File: config.mk
export PLATFORM = sky130hd
export DESIGN_NAME = card_host_ctrl
export DESIGN_NICKNAME = d
export VERILOG_FILES = /design/src/rtl/chc_pkg.sv /design/src/rtl/chc_cfg_regs.sv /design/src/rtl/chc_seq.sv /design/src/rtl/chc_irq_route.sv /design/src/rtl/card_host_ctrl.sv
export SDC_FILE = /design/constraint.sdc
export NUM_CORES = 1
export LEC_CHECK = 0
export ABC_CLOCK_PERIOD_IN_PS = 3750
export BUFFER_PORTS_ARGS = -buffer_cell sky130_fd_sc_hd__buf_2
export CAP_MARGIN = 20
export CORE_AREA = 2 2 149 151
export CTS_CLUSTER_SIZE = 28
export DETAILED_ROUTE_END_ITERATION = 10
export DIE_AREA = 0 0 151 153
export SKIP_LAST_GASP = 1
export SLEW_MARGIN = 20
export SYNTH_ARGS = -nofsm -noshare
export SYNTH_HDL_FRONTEND = slang
export SYNTH_SLANG_ARGS = --single-unit
File: constraint.sdc
create_clock -name clk -period 3.75 [get_ports clk]
set_input_delay 0.375 -clock clk [delete_from_list [all_inputs] [get_ports clk]]
set_output_delay 0.375 -clock clk [all_outputs]
set_load 0.02 [all_outputs]
File: src/rtl/chc_pkg.sv
`timescale 1ns/1ps
package chc_pkg;
  localparam logic [6:0] OFF_CLKCTL = 7'h00;
  localparam logic [6:0] OFF_STAT   = 7'h04;
  localparam logic [6:0] OFF_CLKDIV = 7'h08;
  localparam logic [6:0] OFF_SPI    = 7'h0C;
  localparam logic [6:0] OFF_CFG    = 7'h10;
  localparam logic [6:0] OFF_RSPTMO = 7'h14;
  localparam logic [6:0] OFF_RDTMO  = 7'h18;
  localparam logic [6:0] OFF_BLKLEN = 7'h1C;
  localparam logic [6:0] OFF_BLKCNT = 7'h20;
  localparam logic [6:0] OFF_PART   = 7'h24;
  localparam logic [6:0] OFF_IMASK  = 7'h28;
  localparam logic [6:0] OFF_IREQ   = 7'h2C;
  localparam logic [6:0] OFF_CMDIDX = 7'h30;
  localparam logic [6:0] OFF_ARGHI  = 7'h34;
  localparam logic [6:0] OFF_ARGLO  = 7'h38;
  localparam logic [6:0] OFF_RESP   = 7'h3C;
  localparam logic [6:0] OFF_RXF    = 7'h40;
  localparam logic [6:0] OFF_TXF    = 7'h44;
  localparam logic [6:0] OFF_RDWAIT = 7'h48;
  localparam logic [6:0] OFF_BLKREM = 7'h4C;

  localparam int CTL_STOP_BIT  = 0;
  localparam int CTL_START_BIT = 1;
  localparam int ST_CLKON_BIT  = 8;
  localparam int CFG_DMA_BIT   = 7;
  localparam int CFG_HALT_BIT  = 10;
  localparam int RQ_CLKOFF_BIT = 4;
  localparam int RQ_RX_BIT     = 5;
  localparam int RQ_TX_BIT     = 6;
  localparam logic [13:0] CFG_KEEP = 14'h3DFF;
  localparam logic [5:0]  IDX_READ_OR = 6'h00;

  typedef struct packed {
    logic [5:0]  idx;
    logic [31:0] arg;
    logic [13:0] cfg;
    logic [11:0] blk_len;
    logic [15:0] blk_cnt;
    logic [2:0]  clk_div;
    logic [3:0]  spi;
    logic [6:0]  rsp_tmo;
    logic [15:0] rd_tmo;
  } host_cfg_t;
endpackage

File: src/rtl/chc_cfg_regs.sv
`timescale 1ns/1ps
module chc_cfg_regs
  import chc_pkg::*;
#(
  parameter int ADDR_W = 7,
  parameter int DATA_W = 32
) (
  input  logic              clk,
  input  logic              rst_n,
  input  logic              wr,
  input  logic [ADDR_W-1:0] addr,
  input  logic [DATA_W-1:0] wdata,
  output host_cfg_t         cfg_q
);
  host_cfg_t cfg_d;
  logic      cfg_en;

  always_comb begin
    cfg_d  = cfg_q;
    cfg_en = 1'b0;
    if (wr) begin
      cfg_en = 1'b1;
      case (7'(addr))
        OFF_CLKDIV: cfg_d.clk_div  = wdata[2:0];
        OFF_SPI:    cfg_d.spi      = wdata[3:0];
        OFF_CFG:    cfg_d.cfg      = wdata[13:0] & CFG_KEEP;
        OFF_RSPTMO: cfg_d.rsp_tmo  = wdata[6:0];
        OFF_RDTMO:  cfg_d.rd_tmo   = wdata[15:0];
        OFF_BLKLEN: cfg_d.blk_len  = wdata[11:0];
        OFF_BLKCNT: cfg_d.blk_cnt  = wdata[15:0];
        OFF_CMDIDX: cfg_d.idx      = wdata[5:0];
        OFF_ARGHI:  cfg_d.arg[31:16] = wdata[15:0];
        OFF_ARGLO:  cfg_d.arg[15:0]  = wdata[15:0];
        default:    cfg_en = 1'b0;
      endcase
    end
  end

  always_ff @(posedge clk or negedge rst_n) begin
    if (!rst_n) cfg_q <= '0;
    else if (cfg_en) cfg_q <= cfg_d;
  end
endmodule

File: src/rtl/chc_seq.sv
`timescale 1ns/1ps
module chc_seq
  import chc_pkg::*;
#(
  parameter int ADDR_W = 7,
  parameter int DATA_W = 32,
  parameter int STAT_W = 16
) (
  input  logic              clk,
  input  logic              rst_n,
  input  logic              wr,
  input  logic [ADDR_W-1:0] addr,
  input  logic [DATA_W-1:0] wdata,
  input  logic              cur_halt,
  input  logic [STAT_W-1:0] stat_set,
  output logic [STAT_W-1:0] status_q,
  output logic              pending_q,
  output logic              clk_on,
  output logic              cmd_go,
  output logic              xfer_abort,
  output logic              clk_started,
  output logic              clk_stopped
);
  localparam logic [STAT_W-1:0] KEEP_CLK = STAT_W'(1) << ST_CLKON_BIT;

  logic [STAT_W-1:0] status_d;
  logic              pending_d;
  logic              ctl_wr, cfg_wr;

  assign ctl_wr = wr && (7'(addr) == OFF_CLKCTL);
  assign cfg_wr = wr && (7'(addr) == OFF_CFG);
  assign clk_on = status_q[ST_CLKON_BIT];

  always_comb begin
    status_d    = status_q;
    pending_d   = pending_q;
    cmd_go      = 1'b0;
    xfer_abort  = 1'b0;
    clk_started = 1'b0;
    clk_stopped = 1'b0;
    if (ctl_wr) begin
      if (wdata[CTL_START_BIT]) begin
        clk_started = 1'b1;
        status_d[ST_CLKON_BIT] = 1'b1;
        if (pending_q && !cur_halt) begin
          status_d  = status_d & KEEP_CLK;
          cmd_go    = 1'b1;
          pending_d = 1'b0;
        end
      end
      if (wdata[CTL_STOP_BIT]) begin
        clk_stopped = 1'b1;
        status_d[ST_CLKON_BIT] = 1'b0;
        xfer_abort = 1'b1;
      end
    end else if (cfg_wr) begin
      xfer_abort = 1'b1;
      pending_d  = 1'b1;
      if (!wdata[CFG_HALT_BIT]) begin
        status_d = status_q & KEEP_CLK;
        if (clk_on) begin
          cmd_go    = 1'b1;
          pending_d = 1'b0;
        end
      end
    end
    status_d = status_d | (stat_set & ~KEEP_CLK);
  end

  always_ff @(posedge clk or negedge rst_n) begin
    if (!rst_n) begin
      status_q  <= '0;
      pending_q <= 1'b0;
    end else begin
      status_q  <= status_d;
      pending_q <= pending_d;
    end
  end
endmodule

File: src/rtl/chc_irq_route.sv
`timescale 1ns/1ps
module chc_irq_route
  import chc_pkg::*;
#(
  parameter int IRQ_W = 13
) (
  input  logic             clk,
  input  logic             rst_n,
  input  logic [IRQ_W-1:0] ext_set,
  input  logic             set_clkoff,
  input  logic             clr_clkoff,
  input  logic             clr_rx,
  input  logic             clr_tx,
  input  logic             mask_wr,
  input  logic [IRQ_W-1:0] mask_wdata,
  input  logic             dma_en,
  output logic [IRQ_W-1:0] req_q,
  output logic [IRQ_W-1:0] mask_q,
  output logic             irq,
  output logic             dma_rx_req,
  output logic             dma_tx_req
);
  localparam logic [IRQ_W-1:0] DMA_BITS =
    (IRQ_W'(1) << RQ_RX_BIT) | (IRQ_W'(1) << RQ_TX_BIT);

  logic [IRQ_W-1:0] set_all, clr_all, req_d, eff_mask;

  always_comb begin
    set_all = ext_set;
    clr_all = '0;
    set_all[RQ_CLKOFF_BIT] = ext_set[RQ_CLKOFF_BIT] | set_clkoff;
    clr_all[RQ_CLKOFF_BIT] = clr_clkoff;
    clr_all[RQ_RX_BIT]     = clr_rx;
    clr_all[RQ_TX_BIT]     = clr_tx;
  end

  for (genvar b = 0; b < IRQ_W; b++) begin : g_req
    assign req_d[b] = set_all[b] | (req_q[b] & ~clr_all[b]);
    always_ff @(posedge clk or negedge rst_n) begin
      if (!rst_n) req_q[b] <= 1'b0;
      else        req_q[b] <= req_d[b];
    end
  end

  always_ff @(posedge clk or negedge rst_n) begin
    if (!rst_n)       mask_q <= '0;
    else if (mask_wr) mask_q <= mask_wdata;
  end

  assign eff_mask   = mask_q | (dma_en ? DMA_BITS : '0);
  assign irq        = |(req_q & ~eff_mask);
  assign dma_rx_req = dma_en & req_q[RQ_RX_BIT];
  assign dma_tx_req = dma_en & req_q[RQ_TX_BIT];
endmodule

File: src/rtl/card_host_ctrl.sv
`timescale 1ns/1ps
module card_host_ctrl
  import chc_pkg::*;
#(
  parameter int ADDR_W = 7,
  parameter int DATA_W = 32,
  parameter int IRQ_W  = 13,
  parameter int STAT_W = 16
) (
  input  logic              clk,
  input  logic              rst_n,
  input  logic              bus_wr,
  input  logic              bus_rd,
  input  logic [ADDR_W-1:0] bus_addr,
  input  logic [1:0]        bus_size,
  input  logic [DATA_W-1:0] bus_wdata,
  output logic [DATA_W-1:0] bus_rdata,
  output logic              fifo_rx_rd,
  output logic              fifo_tx_wr,
  output logic [1:0]        fifo_size,
  input  logic [DATA_W-1:0] fifo_rx_data,
  output logic              resp_rd,
  input  logic [15:0]       resp_data,
  input  logic [STAT_W-1:0] dp_stat_set,
  input  logic [IRQ_W-1:0]  dp_irq_set,
  output logic              cmd_go,
  output logic              xfer_abort,
  output logic [5:0]        cmd_index,
  output logic [31:0]       cmd_arg,
  output logic [13:0]       cmd_cfg,
  output logic [11:0]       blk_len,
  output logic [15:0]       blk_cnt,
  output logic [2:0]        clk_div,
  output logic [6:0]        rsp_tmo,
  output logic [15:0]       rd_tmo,
  output logic              irq,
  output logic              dma_rx_req,
  output logic              dma_tx_req
);
  host_cfg_t         cfg_q;
  logic [STAT_W-1:0] status_q;
  logic [IRQ_W-1:0]  req_q, mask_q;
  logic              cmd_pending, clk_on, clk_started, clk_stopped;
  logic [6:0]        off;

  assign off = 7'(bus_addr);

  chc_cfg_regs #(.ADDR_W(ADDR_W), .DATA_W(DATA_W)) i_cfg (
    .clk, .rst_n, .wr(bus_wr), .addr(bus_addr), .wdata(bus_wdata), .cfg_q
  );

  chc_seq #(.ADDR_W(ADDR_W), .DATA_W(DATA_W), .STAT_W(STAT_W)) i_seq (
    .clk, .rst_n, .wr(bus_wr), .addr(bus_addr), .wdata(bus_wdata),
    .cur_halt(cfg_q.cfg[CFG_HALT_BIT]), .stat_set(dp_stat_set),
    .status_q, .pending_q(cmd_pending), .clk_on, .cmd_go, .xfer_abort,
    .clk_started, .clk_stopped
  );

  chc_irq_route #(.IRQ_W(IRQ_W)) i_irq (
    .clk, .rst_n, .ext_set(dp_irq_set),
    .set_clkoff(clk_stopped), .clr_clkoff(clk_started),
    .clr_rx(fifo_rx_rd), .clr_tx(fifo_tx_wr),
    .mask_wr(bus_wr && off == OFF_IMASK), .mask_wdata(bus_wdata[IRQ_W-1:0]),
    .dma_en(cfg_q.cfg[CFG_DMA_BIT]),
    .req_q, .mask_q, .irq, .dma_rx_req, .dma_tx_req
  );

  assign fifo_rx_rd = bus_rd && off == OFF_RXF;
  assign fifo_tx_wr = bus_wr && off == OFF_TXF;
  assign resp_rd    = bus_rd && off == OFF_RESP;
  assign fifo_size  = bus_size;

  assign cmd_index = cfg_q.idx;
  assign cmd_arg   = cfg_q.arg;
  assign cmd_cfg   = cfg_q.cfg;
  assign blk_len   = cfg_q.blk_len;
  assign blk_cnt   = cfg_q.blk_cnt;
  assign clk_div   = cfg_q.clk_div;
  assign rsp_tmo   = cfg_q.rsp_tmo;
  assign rd_tmo    = cfg_q.rd_tmo;

  always_comb begin
    bus_rdata = '0;
    if (bus_rd) begin
      case (off)
        OFF_STAT:   bus_rdata = DATA_W'(status_q);
        OFF_CLKDIV: bus_rdata = DATA_W'(cfg_q.clk_div);
        OFF_SPI:    bus_rdata = DATA_W'(cfg_q.spi);
        OFF_CFG:    bus_rdata = DATA_W'(cfg_q.cfg);
        OFF_RSPTMO: bus_rdata = DATA_W'(cfg_q.rsp_tmo);
        OFF_RDTMO:  bus_rdata = DATA_W'(cfg_q.rd_tmo);
        OFF_BLKLEN: bus_rdata = DATA_W'(cfg_q.blk_len);
        OFF_BLKCNT: bus_rdata = DATA_W'(cfg_q.blk_cnt);
        OFF_BLKREM: bus_rdata = DATA_W'(cfg_q.blk_cnt);
        OFF_IMASK:  bus_rdata = DATA_W'(mask_q);
        OFF_IREQ:   bus_rdata = DATA_W'(req_q);
        OFF_CMDIDX: bus_rdata = DATA_W'({1'b1, cfg_q.idx | IDX_READ_OR});
        OFF_ARGHI:  bus_rdata = DATA_W'(cfg_q.arg[31:16]);
        OFF_ARGLO:  bus_rdata = DATA_W'(cfg_q.arg[15:0]);
        OFF_RESP:   bus_rdata = DATA_W'(resp_data);
        OFF_RXF:    bus_rdata = fifo_rx_data;
        default:    bus_rdata = '0;
      endcase
    end
  end
endmodule

# After elaboration in Yosys (flattened, before gate mapping)
# Index checks and enable logic that the tools add are counted.
# W data, S select, Z words.
# word_totals
regBits	152
output_inout_bits	148
wordCells	124
# classes
n_eq_ne	19
mux	29
bitwise	26
reduce_logical	24
# op_table
cell	count
$pmux W32 S15	1
$mux W16	5
$eq A7 B6 Y1 const B	7
$reduce_and A3 Y1	11
$mux W32	1
$eq A7 B5 Y1 const B	4
$eq A7 B7 Y1 const B	3
$mux W1	21
$or A16 B16 Y16	1
$eq A7 B4 Y1 const B	2
$or A1 B1 Y1	14
$and A13 B13 Y13	1
$not A13 Y13	1
$or A13 B13 Y13	1
$reduce_or A13 Y1	1
$reduce_or A10 Y1	1
$eq A7 B3 Y1 const B	1
$logic_and A1 B1 Y1	7
$logic_not A7 Y1	1
$mux W7	1
$and A1 B1 Y1	5
$ne A2 B2 Y1 const B	2
$not A1 Y1	3
$reduce_bool A2 Y1	1
2 further kinds	2

# Logic depth before layout (Yosys ltp)
# depth
word_depth	7
mapped_depth	8

# Cells and area by module
# From an unflattened synthesis, not the netlist that was laid out.
# hier_totals
hier_cells	657
hier_area_um2	7976.4
# by_module_without_submodules
module	instances	cells_each	area_each_um2
chc_cfg_regs	1	248	4186.5
card_host_ctrl	1	279	2048.2
chc_irq_route	1	76	1019.7
chc_seq	1	54	721.9

# Worst setup path before layout
# Ideal clock, no wire load.
# synth_path
path_kind	input -> output
startpoint	in bus_addr[2]
endpoint	out bus_rdata[8]
arrival_time_ns	1.952
path_slack_ns	1.423
path_stages	7
n_path_buf	3
cell_sequence	buf_4 nor4_4 and3_1 buf_2 clkbuf_1 a21oi_1 a21oi_1
# synth_between
elab_chain_cells	4
elab_cells_between_ends	19
classes_between	eq/ne (16); mux (2); reduce/logical (1)
# synth_lines
element	line_no	source
start, declared	card_host_ctrl.sv:14	input logic [ADDR_W-1:0] bus_addr,
$eq A7 B7 Y1 or $eq A7 B6 Y1 (tied branches)	card_host_ctrl.sv:85	case (off)
$reduce_or A2 Y1 (no source line)	n/a	
$pmux W32 S15 *	card_host_ctrl.sv:85	
$mux W32 *	card_host_ctrl.sv:84	if (bus_rd) begin
end, declared	card_host_ctrl.sv:17	output logic [DATA_W-1:0] bus_rdata,
# Every way passes the cells marked *; elsewhere a longest branch is shown, timed or not.

# Worst setup path after layout
# layout_path
startpoint	in bus_addr[4]
endpoint	out bus_rdata[11]
# The elaborated chain is that of the path after synthesis.

==> results_dict.tcl <==
set metrics [dict create \
    yosysTopAreaCell "dfrtp_1" \
    cts_buffers 17 \
    rr_worst_depth 5 \
    drt_first_pass_iters 5 \
    use_met2_pct 40.3 \
    status "completed" \
    via_count 6542 \
    antennaDiodeCount 0 \
    yosysSeqAreaShare_pct 44.7 \
    drt_wl_total_um 29100 \
    grt_pass1_wl_um 42400 \
    syn_inst 736 \
    cts_max_level 4 \
    rr_endpoint "i_seq.status_q[7]" \
    clock_latency_ns 0.43 \
    fin_nets 1001 \
    final_cell_mix "buf_2 (246), dfrtp_1 (152), mux2_2 (113)" \
    place_congestion 0.872 \
    fin_skew_ns 0.00555 \
    die-area_mm2 0.0231 \
    critPathBufInv 3 \
    seqCellArea_mm2 0.00380 \
    hold_viol_final 0 \
    syn_nets 858 \
    ctsRootBufferMaster "clkbuf_16" \
    cp.arrival_ns 2.57 \
    clkTransAtPathRegs_ns 0.06 \
    vias_per_cell 5.58 \
    yosysUniqueCellTypes 57 \
    synthesis.yosys.warnings 0 \
    finalSetupTns_ns 0 \
    io_pins 270 \
    endpoint_kind "output port" \
    grt.overflow.total 0 \
    busiest_layer "met2" \
    max_stage_delay_ns 0.53 \
    syn_avg_cell_area_um2 11.6 \
    multiInputGateArea_mm2 0.00360 \
    clockBufferDepth 2 \
    grt_max_degree 91 \
    postCtsSetupBuffers 0 \
    period_share_pct 78.4 \
    finalCriticalPeriod_ns 2.94 \
    rsz0062_at_grt "false" \
    grtUsageMet3_pct 5.85 \
    post-route-drc-count 0 \
    maxSlewViolCount 0 \
    p_per_area_mw_per_mm2 431 \
    r2r_setup_slack_ns 2.25 \
    antenna_found_initial 0 \
    area_growth_pct 16.3 \
    cts_tree "built" \
    worstHoldPathType "in -> async" \
    yosys-top-cells-area "dfrtp_1 (45%), mux2_2 (15%), buf_4 (9.9%)" \
    slew_headroom_pct 35.2 \
    synthArstFlopShare_pct 100 \
    crit_type "in -> out" \
    use_met1_pct 34.2 \
    worst_slack_ns 0.809 \
    start_kind "input pin" \
    pre_cts_ws_ns 0.841 \
    layout_commonest_cell "buf_2" \
    maxCapViolations 0 \
    max_freq_mhz 340 \
    ant_nets 0 \
    cp_common_cell "buf_2" \
    grt_use_total_pct 25.4 \
    ys_seq_elements 152 \
    critPathSlowestCell "a2111oi_0" \
    synth_edf_count 0 \
    drt_iter0_markers 510 \
    io_buffers 247 \
    start_util_pct 39.6 \
    setup_viol 0 \
    timing.rr.start "i_cfg.cfg_q[68]" \
    die_w_um 151 \
    numPlacedInstances 1140 \
    crit_fanout 16 \
    synth_area_mm2 0.00851 \
    cts_resized 0 \
    synth-main-ff-cell "dfrtp_1" \
    power_leakage_nw 5.05 \
    rows 54 \
    synth_top_area_share_pct 44.7 \
    final_cells 1172 \
    hold_buffers 0 \
    finalPower_mw 4.27 \
    worst_pin_slew_ns 0.969 \
    path_delay_family "buffers and inverters" \
    core_area_mm2 0.0215 \
    grt_pass1_vias 6483 \
    drive_gt1_share_pct 52.4 \
    wl_per_cell_um 24.9 \
    worstPathCellList "buf_2 > buf_4 > mux2_2 > a22oi_1 > nor2_1 > a2111oi_0 > a21oi_1 > buf_2" \
    ir_worst_vdd_mv 0.291 \
    dp_hpwl_um 21400 \
    cts.sinks 152 \
    cp.required_ns 3.38 \
    fillCellCount 2056 \
    die-height_um 153 \
]
## synth_stat cells, types with 10 or more instances
master	count
inv_1	15
and3_1	21
dfrtp_1	152
mux2_4	19
clkbuf_1	14
or2_2	10
mux2_2	113
a22oi_1	29
a21o_1	16
o22ai_1	10
buf_4	112
a31oi_1	15
buf_2	17
nand3_1	11
nor2_1	16
mux2i_1	14
a21oi_1	14
nand2_1	21
## per-layer routing
metal | share of wire, % | wire, µm | vias to the layer above
met5 | 0 | 0 | -
met4 | 2.7 | 781 | 0
met3 | 8.6 | 2500 | 50
met2 | 47 | 13600 | 333
met1 | 42 | 12200 | 3302
li1 | - | - | 2857
## cells by family (layout without fill, tap and decap cells)
family / count (synthesis) / after routing / share of synthesized area [%]
AOI/OAI and AO/OA: 135 / 135 / 11.6
buffers and inverters: 169 / 325 / 13.1
DFF: 152 / 152 / 44.7
muxes: 151 / 151 / 21.3
other: 1 / 1 / 0.0440
and+or+nand+nor: 128 / 128 / 9.33
## power by group
| part | internal [mW] | switching [mW] | leakage (nW) |
|---|---|---|---|
| sequential | 1.75 | 0.0896 | 1.93 |
| clock | 1.06 | 0.735 | 0.289 |
| combinational | 0.258 | 0.381 | 2.84 |
## state kept, by name, indices dropped and copies added (netlist names)
name	count
i_cfg.cfg_q	109
i_seq.status_q	16
i_irq.mask_q	13
i_irq.req_q	13
i_seq.pending_q	1
## worst max-delay path by stage
stage	slack (ns)	cells past startpoint	to	from
3_5_place_dp	0.84	8	bus_rdata[11]	bus_addr[4]
6_report	0.81	8	bus_rdata[11]	bus_addr[4]
2_1_floorplan	1.42	7	bus_rdata[8]	bus_addr[2]
5_1_grt	0.73	8	bus_rdata[11]	bus_addr[4]
3_3_place_gp	0.85	8	bus_rdata[11]	bus_addr[4]
4_1_cts	0.85	8	bus_rdata[11]	bus_addr[4]
## metrics by stage
stage | hold slack [ns] | utilization, % | cell area [µm²]
global placement | 0.461 | 43.3 | 9300
floorplan | 0.0794 | - | 8510
detailed placement | 0.468 | 43.3 | 9300
finish | 0.0459 | 46.1 | 9900
global route | 0.112 | 46.1 | 9900
CTS | 0.0739 | 46.1 | 9900
## cell type report
cell class,instances,area share (%)
flip-flops and latches,152,38.4
well taps,280,3.54
clock buffers,19,4.37
multi-input cells,415,36.3
clock inverters,13,1.73
inverters,15,0.569
repair buffers,278,15.0
No activity file was read; power rests on OpenSTA's default activity.
